### src/rtl/flg_pkg.sv
package flg_pkg;
  localparam int FLAG_W = 32;

  typedef enum logic [1:0] {
    MODE_REAL = 2'b00,
    MODE_PROT = 2'b01,
    MODE_V86  = 2'b10,
    MODE_RSVD = 2'b11
  } cpu_mode_e;

  // bit positions the merge depends on
  localparam int B_FIXED1  = 1;
  localparam int B_IF      = 9;
  localparam int B_IOPL_LO = 12;
  localparam int B_IOPL_HI = 13;
  localparam int B_RF      = 16;
  localparam int B_VM      = 17;
  localparam int B_VIF     = 19;
  localparam int B_VIP     = 20;

  localparam logic [FLAG_W-1:0] MASK_ALWAYS = 32'h0000_4DD5;
  localparam logic [FLAG_W-1:0] MASK_WIDE   = 32'h0024_0000;
  localparam logic [FLAG_W-1:0] MASK_IF     = 32'h0000_0200;
  localparam logic [FLAG_W-1:0] MASK_IOPL   = 32'h0000_3000;
  localparam logic [FLAG_W-1:0] PUSH_KEEP   = 32'h00FC_FFFF;
  localparam logic [FLAG_W-1:0] VIRT_INT    = 32'h0018_0000;
  localparam int HALF_W = FLAG_W / 2;
endpackage

### src/rtl/flg_push_fmt.sv
module flg_push_fmt
  import flg_pkg::*;
(
  input  logic              wide,
  input  cpu_mode_e         mode,
  input  logic [FLAG_W-1:0] flags,
  output logic [FLAG_W-1:0] data,
  output logic              fault
);
  logic [1:0] iopl;
  assign iopl = flags[B_IOPL_HI:B_IOPL_LO];

  always_comb begin
    fault = (mode == MODE_V86) && (iopl != 2'd3);
    if (wide) data = flags & PUSH_KEEP;
    else      data = {{(FLAG_W-HALF_W){1'b0}}, flags[HALF_W-1:0]};
  end
endmodule

### src/rtl/flg_pop_mask.sv
module flg_pop_mask
  import flg_pkg::*;
(
  input  logic              wide,
  input  cpu_mode_e         mode,
  input  logic [1:0]        cpl,
  input  logic [1:0]        iopl,
  input  logic [FLAG_W-1:0] raw,
  output logic [FLAG_W-1:0] wr_mask,
  output logic [FLAG_W-1:0] src,
  output logic              fault
);
  logic [FLAG_W-1:0] sized;

  always_comb begin
    sized = wide ? raw : {{(FLAG_W-HALF_W){1'b0}}, raw[HALF_W-1:0]};
    wr_mask = MASK_ALWAYS | (wide ? MASK_WIDE : '0);
    fault   = 1'b0;
    src     = sized & ~VIRT_INT;
    unique case (mode)
      MODE_REAL: wr_mask = wr_mask | MASK_IF | MASK_IOPL;
      MODE_V86: begin
        src = sized;
        if (iopl != 2'd3) fault = 1'b1;
        else              wr_mask = wr_mask | MASK_IF;
      end
      default: begin
        if (cpl == 2'd0)  wr_mask = wr_mask | MASK_IOPL;
        if (cpl <= iopl)  wr_mask = wr_mask | MASK_IF;
      end
    endcase
  end
endmodule

### src/rtl/flg_merge.sv
module flg_merge #(
  parameter int W     = 32,
  parameter int ONE_AT = 1
) (
  input  logic [W-1:0] old_v,
  input  logic [W-1:0] src_v,
  input  logic [W-1:0] mask,
  output logic [W-1:0] new_v
);
  for (genvar b = 0; b < W; b++) begin : g_bit
    if (b == ONE_AT) begin : g_fixed
      assign new_v[b] = 1'b1;
    end else begin : g_sel
      assign new_v[b] = mask[b] ? src_v[b] : old_v[b];
    end
  end
endmodule

### src/rtl/flg_stack_mask.sv
module flg_stack_mask
  import flg_pkg::*;
(
  input  logic        clk,
  input  logic        rst,
  input  logic        op_wide,
  input  logic [1:0]  cpu_mode,
  input  logic [1:0]  cpl,
  input  logic [31:0] flags_cur,
  input  logic [31:0] pop_data,
  input  logic        push_req,
  input  logic        pop_req,
  output logic [31:0] push_data,
  output logic        push_vld,
  output logic [31:0] flags_new,
  output logic        flags_wr,
  output logic        fault
);
  cpu_mode_e         mode;
  logic [FLAG_W-1:0] psh_word, pop_mask, pop_src, merged;
  logic              psh_fault, pop_fault;

  assign mode = cpu_mode_e'(cpu_mode);

  flg_push_fmt u_push (
    .wide(op_wide), .mode(mode), .flags(flags_cur),
    .data(psh_word), .fault(psh_fault)
  );

  flg_pop_mask u_mask (
    .wide(op_wide), .mode(mode), .cpl(cpl),
    .iopl(flags_cur[B_IOPL_HI:B_IOPL_LO]), .raw(pop_data),
    .wr_mask(pop_mask), .src(pop_src), .fault(pop_fault)
  );

  flg_merge #(.W(FLAG_W), .ONE_AT(B_FIXED1)) u_merge (
    .old_v(flags_cur), .src_v(pop_src), .mask(pop_mask), .new_v(merged)
  );

  always_ff @(posedge clk) begin
    if (rst) begin
      push_data <= '0;
      push_vld  <= 1'b0;
      flags_new <= '0;
      flags_wr  <= 1'b0;
      fault     <= 1'b0;
    end else begin
      push_vld <= 1'b0;
      flags_wr <= 1'b0;
      fault    <= 1'b0;
      if (push_req) begin
        if (psh_fault) fault <= 1'b1;
        else begin
          push_vld  <= 1'b1;
          push_data <= psh_word;
        end
      end else if (pop_req) begin
        if (pop_fault) fault <= 1'b1;
        else begin
          flags_wr  <= 1'b1;
          flags_new <= merged;
        end
      end
    end
  end

  AST_PUSH_HIDDEN_ZERO: assert property (@(posedge clk) disable iff (rst)
    push_vld |-> (push_data[B_VM:B_RF] == 2'b00));
  AST_PUSH_NARROW: assert property (@(posedge clk) disable iff (rst)
    (push_req && !pop_req && !op_wide && !psh_fault) |=> (push_data[31:16] == 16'h0));
  AST_ONE_RESULT: assert property (@(posedge clk) disable iff (rst)
    $countones({push_vld, flags_wr, fault}) <= 1);
  AST_BIT1_SET: assert property (@(posedge clk) disable iff (rst)
    flags_wr |-> flags_new[B_FIXED1]);
  AST_V86_LOW_IOPL: assert property (@(posedge clk) disable iff (rst)
    (pop_req && !push_req && mode == MODE_V86 && flags_cur[13:12] != 2'd3) |=> (fault && !flags_wr));
  AST_PROTECTED_BITS: assert property (@(posedge clk) disable iff (rst)
    (pop_req && !push_req) |=> (!flags_wr || (flags_new[B_VIP:B_VIF] == $past(flags_cur[B_VIP:B_VIF])
      && flags_new[B_VM:B_RF] == $past(flags_cur[B_VM:B_RF]))));
  AST_PUSH_WINS: assert property (@(posedge clk) disable iff (rst)
    (push_req && pop_req) |=> !flags_wr);
endmodule

### config.mk
export PLATFORM = sky130hd
export DESIGN_NAME = flg_stack_mask
export DESIGN_NICKNAME = d
export VERILOG_FILES = /design/src/rtl/flg_pkg.sv /design/src/rtl/flg_push_fmt.sv /design/src/rtl/flg_pop_mask.sv /design/src/rtl/flg_merge.sv /design/src/rtl/flg_stack_mask.sv
export SDC_FILE = /design/constraint.sdc
export NUM_CORES = 1
export LEC_CHECK = 0
export BUFFER_PORTS_ARGS = -buffer_cell sky130_fd_sc_hd__buf_4
export CORE_MARGIN = 4
export CORE_UTILIZATION = 42
export CTS_CLUSTER_SIZE = 8
export DETAILED_ROUTE_END_ITERATION = 8
export PLACE_DENSITY = 0.8
export SYNTH_ARGS = -nofsm -noshare
export SYNTH_HDL_FRONTEND = slang
export SYNTH_SLANG_ARGS = --single-unit
### constraint.sdc
create_clock -name clk -period 1.95 [get_ports clk]
set_clock_uncertainty 0.2 [all_clocks]
set_input_delay 0.585 -clock clk [delete_from_list [all_inputs] [get_ports clk]]
set_output_delay 0.585 -clock clk [all_outputs]
set_load 0.05 [all_outputs]
==> impl_metrics.json <==
{
  "first_pass_iters": 4,
  "die_x_um": 80.5,
  "synth_cell_types": 29,
  "synth-edff-count": 0,
  "grt_pass1_vias": 2069,
  "grt_max_degree": 37,
  "synth_common_cells": "nand2_1 (91), dfxtp_1 (57), a21oi_1 (48), buf_4 (11), nor2_1 (10)",
  "grt_overflow_total": 0,
  "clk_pin_slew_ps": 60,
  "period_needed_ps": 1720,
  "vias": 2117,
  "io_pins": 140,
  "gp_congestion": 0.754,
  "avgSynthCellArea_um2": 8.21,
  "grt_first_pass_wirelength_um": 9250,
  "cts_max_path_buffers": 2,
  "pwr-share-comb_pct": 21.4,
  "clock-sinks": 57,
  "hpwlAfterDp_um": 4280,
  "utilization_pct": 64.7,
  "cts-buffers-inserted": 9,
  "power_density_nw_per_um2": 894,
  "synthArstFlopShare_pct": 0,
  "cts_setup_buffers": 0,
  "setup_viol": 0,
  "p_int_mw": 2.09,
  "vdd_ir_drop_max_mv": 0.562,
  "arrival_ps": 1710,
  "rows": 26,
  "diodes": 0,
  "cts_tree": "yes",
  "synth_seq_cells": 57,
  "p_sw_share_pct": 29.1,
  "synth_largest_area_cell": "dfxtp_1",
  "maxCapViolCount": 0,
  "place_area_um2": 3110,
  "endpoint_kind": "flip-flop",
  "grt_usage_pct": 18.3,
  "power_mw": 2.95,
  "start_util_pct": 43.2,
  "yosysWarnings": 0,
  "power.leakage_nw": 1.52,
  "required_ps": 1930,
  "clk_latency_ps": 310,
  "area_growth_pct": 49.6,
  "max_freq_mhz": 581,
  "ys_seq_area_share_pct": 51.7,
  "rsz0062_at_grt": "no",
  "nNetsFinal": 456,
  "clkPwrFrac_pct": 36.2,
  "vias_per_cell": 4.65,
  "drt_wl_total_um": 5720,
  "drive_gt1_share_pct": 36.1,
  "ys_dominant_reg_cell": "dfxtp_1",
  "hold_viol": 0,
  "cts_resized": 0,
  "synth_area_leaders": "dfxtp_1 (52%), nand2_1 (15%), a21oi_1 (11%), buf_4 (3.7%), mux2i_1 (1.8%)",
  "die_h_um": 80.5,
  "cp_slowest_cell": "ha_1",
  "port_buffers": 111,
  "synth_cells": 269,
  "synth.most_common_cell": "nand2_1",
  "fillCellCount": 445,
  "final-max-slew-violation-count": 0,
  "antenna_found_initial": 0,
  "cp-start-kind": "input port",
  "wl_per_cell_um": 12.6,
  "synth_top_area_share_pct": 51.7,
  "dieArea_um2": 6480,
  "drt_iter0_drc": 74,
  "seq_area_um2": 1140,
  "path_cells": "buf_4 > ha_1 > nor2b_1 > o211a_1 > a211oi_1 > o41ai_2",
  "multi_input_area_um2": 926,
  "setup_tns_ps": 0,
  "finalCritPeriodShare_pct": 88.3,
  "antenna_left": 0,
  "status": "finished clean",
  "critPathMaxStageDelay_ps": 290,
  "cts-root-buf": "clkbuf_8",
  "fin_area_um2": 3300,
  "p_seq_share_pct": 42.4,
  "crit_fanout": 2,
  "critical_path_class": "input port to flip-flop",
  "p_sw_mw": 0.861,
  "htree_levels": 3,
  "drc_errors": 0,
  "syn_area_um2": 2210,
  "worstHoldPathType": "flip-flop to flip-flop",
  "design.core.area_um2": 5110,
  "cts-hold-fix-buffers": 0
}
==> cell usage in the layout (no fill, tap or decap), types with 2 or more instances in the layout <==
cell type / Yosys / routed
ha_1: 2 / 2
nor2_1: 10 / 10
buf_4: 11 / 115
nand2_1: 91 / 91
clkinv_2: 0 / 2
nand3_1: 6 / 6
buf_12: 0 / 4
clkbuf_8: 0 / 11
nor2b_1: 2 / 2
inv_1: 3 / 3
conb_1: 1 / 10
dfxtp_1: 57 / 57
a21oi_1: 48 / 48
mux2i_1: 4 / 4
a211oi_1: 5 / 5
==> critical path: cells and delay by family <==
family / cells / cell delay (ps)
adders and majority gates: 1 / 290
and+or+nand+nor: 1 / 130
AOI/OAI and AO/OA: 3 / 570
buffers and inverters: 1 / 120
==> power by group through the flow <==
stage,clock [mW],sequential [mW],combinational [mW]
finish,1.07,1.25,0.632
detailed placement,0,1.28,0.636
floorplan,0,1.48,0.209
global route,1.17,1.26,0.676
CTS,1.11,1.25,0.637
global placement,0,1.28,0.628
==> layout make-up <==
| class | instances | area share, % |
|---|---|---|
| Clock inverter | 3 | 1.21 |
| Tap cell | 70 | 2.65 |
| Inverter | 3 | 0.341 |
| Timing Repair Buffer | 119 | 28.5 |
| Sequential cell | 57 | 34.5 |
| Multi-Input combinational cell | 191 | 28.0 |
| Clock buffer | 12 | 4.70 |
==> flip-flops by register name (all words and copies together), names as in the netlist <==
register	cells
flags_wr	1
push_vld	1
push_data	22
fault	1
flags_new	32
==> per-layer routing <==
| layer | up-vias | track usage, % | part of all wire, % |
|---|---|---|---|
| met4 | 0 | 7.09 | 0.84 |
| met2 | 75 | 29.7 | 48 |
| met3 | 4 | 6.61 | 9.3 |
| li1 | 1080 | - | - |
| met5 | - | 0 | 0 |
| met1 | 958 | 21.9 | 42 |
==> path summary, 6_finish.rpt <==
kind / depth (start not counted) / from / end / slack [ps]
max: 6 / cpl[1] / flags_new[9]$_SDFFE_PP0P_ / 230
min: 2 / push_data[22]$_SDFFE_PP0P_ / push_data[22]$_SDFFE_PP0P_ / 250
max reg2reg: 2 / flags_new[12]$_SDFFE_PP0P_ / flags_new[12]$_SDFFE_PP0P_ / 1070
min reg2reg: 2 / push_data[22]$_SDFFE_PP0P_ / push_data[22]$_SDFFE_PP0P_ / 250
==> through the flow <==
| stage | hold WS [ps] | setup WS (ps) | std cells |
|---|---|---|---|
| 2_1_floorplan | 467 | 91.2 | 278 |
| 3_3_place_gp | 240 | -70.6 | 440 |
| 3_5_place_dp | 247 | -98.9 | 440 |
| 4_1_cts | 256 | 239 | 455 |
| 5_1_grt | 274 | 192 | 455 |
| 6_report | 250 | 229 | 455 |
==> kinds of logic (layout without fill, tap and decap cells) <==
family / count (synthesis) / count (layout) / share of synthesized area [%]
AND/OR/NAND/NOR: 115 / 115 / 21.0
flip-flops: 57 / 57 / 51.7
multiplexers: 4 / 4 / 1.81
other: 1 / 10 / 0.170
adder cells (fa/ha/maj): 2 / 2 / 1.13
AO/OA/AOI/OAI: 60 / 60 / 16.0
buffers and inverters: 30 / 137 / 8.27
No activity file was read; power rests on OpenSTA's default activity.
